File: config.mk
export PLATFORM = sky130hd
export DESIGN_NAME = page_commit_ctrl
export DESIGN_NICKNAME = d
export VERILOG_FILES = /design/src/rtl/pcc_pkg.sv /design/src/rtl/pcc_addr_ctr.sv /design/src/rtl/pcc_page_buf.sv /design/src/rtl/pcc_commit_seq.sv /design/src/rtl/page_commit_ctrl.sv
export SDC_FILE = /design/constraint.sdc
export NUM_CORES = 2
export LEC_CHECK = 0
export ABC_AREA = 1
export BUFFER_PORTS_ARGS = -buffer_cell sky130_fd_sc_hd__buf_2
export CELL_PAD_IN_SITES_DETAIL_PLACEMENT = 1
export CELL_PAD_IN_SITES_GLOBAL_PLACEMENT = 2
export CORE_AREA = 2 2 499 377
export DETAILED_ROUTE_END_ITERATION = 7
export DIE_AREA = 0 0 501 379
export PLACE_DENSITY_LB_ADDON = 0.1
export SLEW_MARGIN = 0
export SYNTH_ARGS = -nofsm -noshare
export SYNTH_HDL_FRONTEND = slang
export SYNTH_SLANG_ARGS = --single-unit
File: constraint.sdc
create_clock -name clk -period 5 [get_ports clk]
set_input_delay 0.5 -clock clk [delete_from_list [all_inputs] [get_ports clk]]
set_output_delay 0.5 -clock clk [all_outputs]
set_load 0.03 [all_outputs]
File: src/rtl/pcc_pkg.sv
package pcc_pkg;
    typedef enum logic [1:0] {
        SEQ_IDLE  = 2'd0,
        SEQ_SWEEP = 2'd1,
        SEQ_WAIT  = 2'd2
    } seq_state_e;
endpackage

File: src/rtl/pcc_addr_ctr.sv
module pcc_addr_ctr #(
    parameter int ADDR_W = 16,
    parameter int PAGE_W = 7
) (
    input  logic              clk,
    input  logic              rst_n,
    input  logic              load,
    input  logic [ADDR_W-1:0] load_val,
    input  logic              wr_step,
    input  logic              rd_step,
    output logic [ADDR_W-1:0] addr_o
);
    typedef struct packed {
        logic [ADDR_W-1:0] addr;
    } ctr_t;

    ctr_t s_d, s_q;

    always_comb begin
        s_d = s_q;
        if (load) begin
            s_d.addr = load_val;
        end else if (wr_step) begin
            s_d.addr[PAGE_W-1:0] = s_q.addr[PAGE_W-1:0] + PAGE_W'(1);
        end else if (rd_step) begin
            s_d.addr = s_q.addr + ADDR_W'(1);
        end
    end

    always_ff @(posedge clk) begin
        if (!rst_n) s_q <= '0;
        else        s_q <= s_d;
    end

    assign addr_o = s_q.addr;

    AST_WRITE_KEEPS_ROW: assert property (@(posedge clk) disable iff (!rst_n)
        (wr_step && !load) |=> (addr_o[ADDR_W-1:PAGE_W] == $past(addr_o[ADDR_W-1:PAGE_W])));

    AST_READ_WRAPS_TO_ZERO: assert property (@(posedge clk) disable iff (!rst_n)
        (rd_step && !load && !wr_step && (&addr_o)) |=> (addr_o == '0));
endmodule

File: src/rtl/pcc_page_buf.sv
module pcc_page_buf #(
    parameter int DATA_W = 8,
    parameter int PAGE_W = 7,
    parameter int ROW_W  = 9
) (
    input  logic              clk,
    input  logic              rst_n,
    input  logic              clear,
    input  logic              wr_en,
    input  logic [PAGE_W-1:0] wr_idx,
    input  logic [DATA_W-1:0] wr_data,
    input  logic [ROW_W-1:0]  row_in,
    input  logic [PAGE_W-1:0] rd_idx,
    output logic [DATA_W-1:0] byte_o,
    output logic              valid_o,
    output logic              any_valid_o,
    output logic [ROW_W-1:0]  row_o
);
    localparam int SLOTS = 1 << PAGE_W;

    typedef struct packed {
        logic [SLOTS-1:0][DATA_W-1:0] data;
        logic [SLOTS-1:0]             valid;
        logic [ROW_W-1:0]             row;
    } buf_t;

    buf_t s_d, s_q;

    always_comb begin
        s_d = s_q;
        if (clear) begin
            s_d.valid = '0;
        end else if (wr_en) begin
            if (s_q.valid == '0) s_d.row = row_in;
            s_d.data[wr_idx]  = wr_data;
            s_d.valid[wr_idx] = 1'b1;
        end
    end

    always_ff @(posedge clk) begin
        if (!rst_n) s_q <= '0;
        else        s_q <= s_d;
    end

    assign byte_o      = s_q.data[rd_idx];
    assign valid_o     = s_q.valid[rd_idx];
    assign any_valid_o = |s_q.valid;
    assign row_o       = s_q.row;

    AST_CLEAR_EMPTIES_MASK: assert property (@(posedge clk) disable iff (!rst_n)
        clear |=> !any_valid_o);
endmodule

File: src/rtl/pcc_commit_seq.sv
module pcc_commit_seq
    import pcc_pkg::*;
#(
    parameter int PAGE_W      = 7,
    parameter int BUSY_CYCLES = 500000
) (
    input  logic              clk,
    input  logic              rst_n,
    input  logic              start,
    input  logic              go,
    output logic              busy_o,
    output logic              sweep_o,
    output logic [PAGE_W-1:0] idx_o,
    output logic              done_o
);
    localparam int CNT_W = $clog2(BUSY_CYCLES + 1);
    localparam logic [PAGE_W-1:0] LAST_IDX = {PAGE_W{1'b1}};

    typedef struct packed {
        seq_state_e        state;
        logic [PAGE_W-1:0] idx;
        logic [CNT_W-1:0]  cnt;
    } seq_t;

    seq_t s_d, s_q;

    always_comb begin
        s_d    = s_q;
        done_o = 1'b0;
        case (s_q.state)
            SEQ_IDLE: begin
                if (start && go) begin
                    s_d.state = SEQ_SWEEP;
                    s_d.idx   = '0;
                end
            end
            SEQ_SWEEP: begin
                s_d.idx = s_q.idx + PAGE_W'(1);
                if (s_q.idx == LAST_IDX) begin
                    done_o    = 1'b1;
                    s_d.state = SEQ_WAIT;
                    s_d.cnt   = CNT_W'(BUSY_CYCLES - 1);
                end
            end
            SEQ_WAIT: begin
                if (s_q.cnt == '0) s_d.state = SEQ_IDLE;
                else               s_d.cnt   = s_q.cnt - CNT_W'(1);
            end
            default: s_d.state = SEQ_IDLE;
        endcase
    end

    always_ff @(posedge clk) begin
        if (!rst_n) s_q <= '{state: SEQ_IDLE, idx: '0, cnt: '0};
        else        s_q <= s_d;
    end

    assign busy_o  = (s_q.state != SEQ_IDLE);
    assign sweep_o = (s_q.state == SEQ_SWEEP);
    assign idx_o   = s_q.idx;
endmodule

File: src/rtl/page_commit_ctrl.sv
module page_commit_ctrl #(
    parameter int ADDR_W      = 16,
    parameter int DATA_W      = 8,
    parameter int PAGE_W      = 7,
    parameter int BUSY_CYCLES = 500000
) (
    input  logic              clk,
    input  logic              rst_n,
    input  logic              wp,
    input  logic              addr_load,
    input  logic [ADDR_W-1:0] addr_in,
    input  logic              wr_byte_valid,
    input  logic [DATA_W-1:0] wr_byte,
    input  logic              stop_commit,
    input  logic              rd_adv,
    input  logic [DATA_W-1:0] arr_rdata,
    output logic [ADDR_W-1:0] rd_addr,
    output logic [DATA_W-1:0] rd_data,
    output logic              busy,
    output logic              arr_we,
    output logic [ADDR_W-1:0] arr_waddr,
    output logic [DATA_W-1:0] arr_wdata
);
    localparam int ROW_W = ADDR_W - PAGE_W;

    logic              ld_acc, wr_acc, rd_acc, stop_acc, go;
    logic              sweep, done, any_valid, slot_valid, buf_clear;
    logic [PAGE_W-1:0] sweep_idx;
    logic [ROW_W-1:0]  row;
    logic [DATA_W-1:0] slot_byte;

    assign ld_acc   = addr_load && !busy;
    assign wr_acc   = wr_byte_valid && !busy && !addr_load;
    assign rd_acc   = rd_adv && !busy && !addr_load && !wr_byte_valid;
    assign stop_acc = stop_commit && !busy;
    assign go       = any_valid && !wp;
    assign buf_clear = ld_acc || (stop_acc && !go) || done;

    pcc_addr_ctr #(.ADDR_W(ADDR_W), .PAGE_W(PAGE_W)) u_ctr (
        .clk(clk), .rst_n(rst_n), .load(ld_acc), .load_val(addr_in),
        .wr_step(wr_acc), .rd_step(rd_acc), .addr_o(rd_addr)
    );

    pcc_page_buf #(.DATA_W(DATA_W), .PAGE_W(PAGE_W), .ROW_W(ROW_W)) u_buf (
        .clk(clk), .rst_n(rst_n), .clear(buf_clear), .wr_en(wr_acc),
        .wr_idx(rd_addr[PAGE_W-1:0]), .wr_data(wr_byte),
        .row_in(rd_addr[ADDR_W-1:PAGE_W]), .rd_idx(sweep_idx),
        .byte_o(slot_byte), .valid_o(slot_valid), .any_valid_o(any_valid),
        .row_o(row)
    );

    pcc_commit_seq #(.PAGE_W(PAGE_W), .BUSY_CYCLES(BUSY_CYCLES)) u_seq (
        .clk(clk), .rst_n(rst_n), .start(stop_acc), .go(go),
        .busy_o(busy), .sweep_o(sweep), .idx_o(sweep_idx), .done_o(done)
    );

    typedef struct packed {
        logic [DATA_W-1:0] rdata;
    } rd_t;

    rd_t r_d, r_q;

    always_comb begin
        r_d = r_q;
        if (rd_acc) r_d.rdata = arr_rdata;
    end

    always_ff @(posedge clk) begin
        if (!rst_n) r_q <= '0;
        else        r_q <= r_d;
    end

    assign rd_data   = r_q.rdata;
    assign arr_we    = sweep && slot_valid && !wp;
    assign arr_waddr = {row, sweep_idx};
    assign arr_wdata = slot_byte;

    AST_COMMIT_NEEDS_STOP: assert property (@(posedge clk) disable iff (!rst_n)
        (!busy && !stop_commit) |=> !busy);

    AST_WE_INSIDE_BUSY: assert property (@(posedge clk) disable iff (!rst_n)
        arr_we |-> busy);

    AST_NO_COMMIT_LOCKED: assert property (@(posedge clk) disable iff (!rst_n)
        (stop_commit && !busy && wp) |=> !busy);

    AST_NO_COMMIT_EMPTY: assert property (@(posedge clk) disable iff (!rst_n)
        (stop_commit && !busy && !any_valid) |=> !busy);

    AST_FROZEN_WHILE_BUSY: assert property (@(posedge clk) disable iff (!rst_n)
        busy |=> ($stable(rd_data) && (rd_addr == $past(rd_addr))));
endmodule

Word level (Yosys, flattened, before mapping)
Cells that the tools add are included.
Cells by class
  add/sub/neg operators: 4
  multiply operators: 0
  div/mod/pow operators: 0
  $lt $le $gt $ge: 3
  equality and inequality tests: 8
  shift operators: 0
  muxes and demuxes: 23
  bitwise gates (word level): 3
  reduce and logical (&&, ||, !) cells: 36
Operators by type and width (number)
  bitwise mux 1024 bit: 1
  logical NOT 128 bit: 1
  bitwise OR 128 bit: 1
  OR reduction 128 bit: 1
  binary-select mux 8 bit (select 7 bit): 1
  demux 8 bit (select 7 bit): 1
  two-way mux 19 bit: 2
  one-hot mux 19 bit (2 select lines): 1
  two-way mux 16 bit: 2
  logical NOT 19 bit: 1
  subtractor 19 x 1 -> 19 bit, second input constant: 1
  two-way mux 9 bit: 2
  adder 16 x 1 -> 16 bit, second input constant: 1
  < comparator 7 x 8 -> 1 bit, second input constant: 2
  two-way mux 8 bit: 2
  adder 7 x 1 -> 7 bit, second input constant: 2
  one-hot mux 7 bit (2 select lines): 1
  logical AND 1 bit: 13
  AND reduction 3 bit: 3
  nonzero test 2 bit: 4
  binary-select mux 1 bit (select 7 bit): 1
  demux 1 bit (select 7 bit): 1
  == test 7 bit, second input constant: 1
  greater-or-equal comparator 7 x 1 -> 1 bit, second input constant: 1
  15 further kinds: 30
Storage, ports and cells
  flip-flop bits (word level): 1213
  bits in latches: 0
  RAM bits: 0
  bits in read-only memories: 0
  input bits: 39
  output and inout port bits: 50
  logic and storage cells: 213
  memories: 0

Logic depth before layout (Yosys ltp)
  word-level depth: 8
  depth in mapped cells: 15
  depth with buffers taken out: 13

By module
From an unflattened synthesis, not the netlist that was laid out.
Second synthesis, totals
  cell total of the unflattened synthesis: 8440
  area total of the unflattened synthesis: 56566.8 µm²
By module, submodules not included
  pcc_page_buf: times used 1, cells an instance 7926, area an instance 53237.3 µm², sequential area each 23242.3 µm²
  pcc_commit_seq: times used 1, cells an instance 263, area an instance 1751.7 µm², sequential area each 560.5 µm²
  pcc_addr_ctr: times used 1, cells an instance 184, area an instance 1106.1 µm², sequential area each 320.3 µm²
  page_commit_ctrl: times used 1, cells an instance 67, area an instance 471.7 µm², sequential area each 160.2 µm²

Least setup slack after synthesis
Ideal clock, no wire load.
  path type: reg-to-output
  from: register u_seq.s_q (netlist bit u_seq.idx_o[0])
  to: output port arr_wdata[0]
  data arrival time: 2.096 ns
  data required time: 4.500 ns
  slack: 2.404 ns
  cell stages (with the launch flop): 12
  buffers on the path: 3
  cells stage by stage: dfxtp_1 -> buf_2 -> clkbuf_1 -> clkbuf_1 -> o21ai_0 -> o22ai_1 -> nand2_1 -> nand3_1 -> o21ai_0 -> nor2_1 -> nor2_1 -> nor2_1
Between the ends
  word-level cells in the longest chain between the ends: 2
RTL lines
  start, declared: RTL line pcc_commit_seq.sv:25  | seq_t s_d, s_q;
  start signal, assigned: RTL line pcc_commit_seq.sv:54  | if (!rst_n) s_q <= '{state: SEQ_IDLE, idx: '0, cnt: '0};
  binary-select mux 8 bit (select 7 bit): RTL line pcc_page_buf.sv:45  | assign byte_o = s_q.data[rd_idx];
  two-way mux 8 bit (implied by the code): RTL line pcc_page_buf.sv:45
  end, declared: RTL line page_commit_ctrl.sv:22  | output logic [DATA_W-1:0] arr_wdata
Every way passes these cells. The select of a mux whose other input is x is not followed.

Worst setup path in the final report
  from: register u_seq.s_q (netlist bit u_seq.idx_o[1])
  to: output port arr_wdata[0]
Same word-level chain as after synthesis.

==> impl_metrics.env <==
export IMPL_root_buffer="clkbuf_16"
export IMPL_hold_depth=3
export IMPL_dieWidth_microns=501
export IMPL_portBuffers=88
export IMPL_slew_viol_final=0
export IMPL_setup_violations_final=0
export IMPL_hold_viol=0
export IMPL_antenna_found_initial=10
export IMPL_finalWeightedCongestion=0.8604
export IMPL_cts_sinks=1213
export IMPL_antenna_left=0
export IMPL_met2_usage_pct=48.36
export IMPL_worstMarginPinSlew_ps=1274
export IMPL_syn_inst=11253
export IMPL_clock_fmax_mhz=200.8
export IMPL_p_per_area_mw_per_mm2=375.4
export IMPL_r2r_setup_slack_ps=1120
export IMPL_cp_end_kind="primary output"
export IMPL_area_growth_pct=10.96
export IMPL_drtPass1Iterations=5
export IMPL_worstPathRequired_ps=4500
export IMPL_post_route_min_period_ps=4980
export IMPL_yosys_area_top_type="dfxtp_1"
export IMPL_drc=0
export IMPL_cts_tree="built"
export IMPL_start_util_pct=36.84
export IMPL_nFillCells=24341
export IMPL_top_usage_layer="met2"
export IMPL_grt_pass1_wl_microns=460200
export IMPL_drv_cap=0
export IMPL_worstReg2RegEnd="u_buf.s_q[537]"
export IMPL_clk_latency_ps=810
export IMPL_relSlewSlack_pct=14.44
export IMPL_cts_buffers=144
export IMPL_min_period_over_period_pct=99.59
export IMPL_final_common_cell="nand2_1"
export IMPL_rows=137
export IMPL_hold_end="u_ctr.addr_o[8]"
export IMPL_total_power_w=0.02838
export IMPL_yosysTopAreaCellShare_pct=35.64
export IMPL_final_core_util_pct=40.88
export IMPL_track_usage_pct=31.44
export IMPL_use_met3_pct=4.266
export IMPL_vias=73013
export IMPL_rsz0062_at_grt="false"
export IMPL_status="completed"
export IMPL_synth_fp_nets=11298
export IMPL_setup_slack_ps=20.36
export IMPL_ys_seq_elements=1213
export IMPL_crit_fanout=41
export IMPL_cp_arrival_ps=4480
export IMPL_routed_wl_microns=305800
export IMPL_worst_path_max_delay_cell="nor2_1"
export IMPL_core_area_sq_mm=0.1850
export IMPL_r2r_start="u_seq.idx_o[1]"
export IMPL_crit_chain="inv_8 > buf_4 > a21oi_1 > o21ai_0 > nand2_1 > nand2_1 > nand3_1 > nand2_1 > nand3_1 > nor2_1 > nor2_1 > buf_4 > buf_2"
export IMPL_wl_per_cell_microns=22.72
export IMPL_dr_first_iter_drc_count=6099
export IMPL_drive_above_1_share_pct=6.486
export IMPL_critPathKind="reg -> out"
export IMPL_dieArea_sq_mm=0.1899
export IMPL_slowest_delay_ps=600
export IMPL_drt_vias_per_instance=5.424
export IMPL_dp_slack_ps=768.2
export IMPL_synth_area_sq_mm=0.06814
export IMPL_yosysWarnings=0
export IMPL_avgSynthCellArea_sq_um=6.055
export IMPL_clockBufferDepth=3
export IMPL_grt_max_degree=185
export IMPL_htreeDepth=4
export IMPL_die_h_microns=379
export IMPL_nets=10970
export IMPL_grt_pass1_vias=71153
export IMPL_hold_path_class="in -> reg"
export IMPL_fin_skew_ps=30.48
export IMPL_layout_common_cells="2523 x nand2_1, 2170 x inv_1, 1633 x nor2_1"
export IMPL_holdCritStartpoint="addr_in[8]"
export IMPL_grt_overflow_total=0
export IMPL_startpoint_type="register"
export IMPL_clk_pin_slew_worst_paths_ps=60
export IMPL_power_leakage_nw=32.96
export IMPL_pin_count=89
export IMPL_synthTopCellsByArea="dfxtp_1 36%, nand2_1 14%, inv_1 12%"
export IMPL_peakVddDrop_mv=0.3550
export IMPL_worst_path_most_repeated_cell="nand2_1"
export IMPL_synth_cell_types=43
export IMPL_globalRouteMet1Util_pct=45.39
export IMPL_tns_ps=0
export IMPL_ys_seq_area_share_pct=35.64
export IMPL_dpl_hpwl_microns=196200
export IMPL_ff2ff_path_depth=13
[report_power, final]
group	internal [W]	switching [W]
clock	0.00616	0.00462
combinational	0.00165	0.00599
sequential	0.00981	0.000153
[cell families (layout without fill, tap and decap cells)]
| family | after synthesis | count (layout) | share of synthesized area (%) |
|---|---|---|---|
| simple gates | 5784 | 5784 | 37.65 |
| other cells | 0 | 4 | 0 |
| flops | 1213 | 1213 | 35.64 |
| xor+xnor | 6 | 6 | 0.07712 |
| fa+ha+maj | 6 | 6 | 0.1102 |
| buf+inv | 3004 | 2775 | 17.04 |
| compound gates | 1240 | 1240 | 9.491 |
[cell usage after synthesis]
cell and instances:
inv_1 2183, nor2_2 57, buf_4 22, o211ai_1 37, nand3_2 40, buf_6 3, o22ai_1 37, nand4_4 3
nand4_1 1061, nor3_1 43, inv_2 17, nor4_1 1, a21oi_1 511, xor2_1 5, o221ai_1 1, and3_1 3
nor2_4 1, nand2_4 1, and2_1 1, ha_1 6, nand2_1 2524, or2_0 1, dfxtp_1 1213, nor3b_1 1
o31ai_1 1, o21a_1 25, a221oi_1 3, nand2_2 2, or2_2 2, o21ai_1 1, buf_1 133, a31oi_1 17
nand3_1 362, buf_2 183, nor2_1 1634, nor3_2 46, o21ai_0 600, nand3b_1 1, clkinv_1 4, xnor2_1 1
clkbuf_1 459, a211oi_1 4, a311oi_1 3
[registers in the layout (all words and copies together), names as in the netlist]
register	count
u_buf.s_q	1152
u_buf.row_o	9
u_ctr.addr_o	16
u_seq.s_q	21
rd_data	8
u_seq.idx_o	7
[through the flow]
stage          instance area, sq um  std cells  hold slack (ps)
2_1_floorplan                 68140      11253            431.4
3_3_place_gp                  70840      13198            449.9
3_5_place_dp                  70840      13198            459.9
4_1_cts                       75600      13456            17.29
5_1_grt                       75600      13457            67.71
6_report                      75610      13460            51.52
[timing repair]
action,CTS,global route
gates resized for setup,2,2
buffers inserted,0,0
endpoints found under the hold margin,13,0
hold buffers,13,0
setup endpoints to repair,3,3
[routing by layer]
layer / vias to the layer above / share of wire, %
met2: 1994 / 43
met4: 10 / 2.9
met3: 430 / 6.0
li1: 34455 / -
met5: - / 0.022
met1: 36124 / 48
[final cells by class]
class,instances,area [sq um],area share (%)
antenna,4,10.01,0.01324
clock buffer,220,4422,5.848
clock inverter,25,200.2,0.2648
inverter,2204,8348,11.04
multi-input combinational,7036,32290,42.71
sequential,1213,24300,32.13
tap,2432,3043,4.024
timing repair buffer,326,2999,3.967
[worst max-delay path by stage]
| stage | slack [ps] | endpoint | from | cells after the start |
|---|---|---|---|---|
| after floorplan | 2400 | arr_wdata[0] | u_seq.idx_o[0] | 11 |
| after detailed placement | 770 | arr_wdata[5] | u_seq.idx_o[0] | 12 |
| after global placement | 720 | arr_wdata[5] | u_seq.idx_o[0] | 12 |
| final | 20 | arr_wdata[0] | u_seq.idx_o[1] | 13 |
| after global routing | 30 | arr_wdata[5] | u_seq.idx_o[1] | 12 |
| after CTS | 40 | arr_wdata[7] | u_seq.idx_o[5] | 8 |
[critical path: cells and delay by family, from the launching register on]
family                 cells  cell delay (ps)
flip-flops                 1              500
AO/OA/AOI/OAI              2              140
buffers and inverters      4             1260
AND/OR/NAND/NOR            7             1690
(Power assumes the default switching activity.)
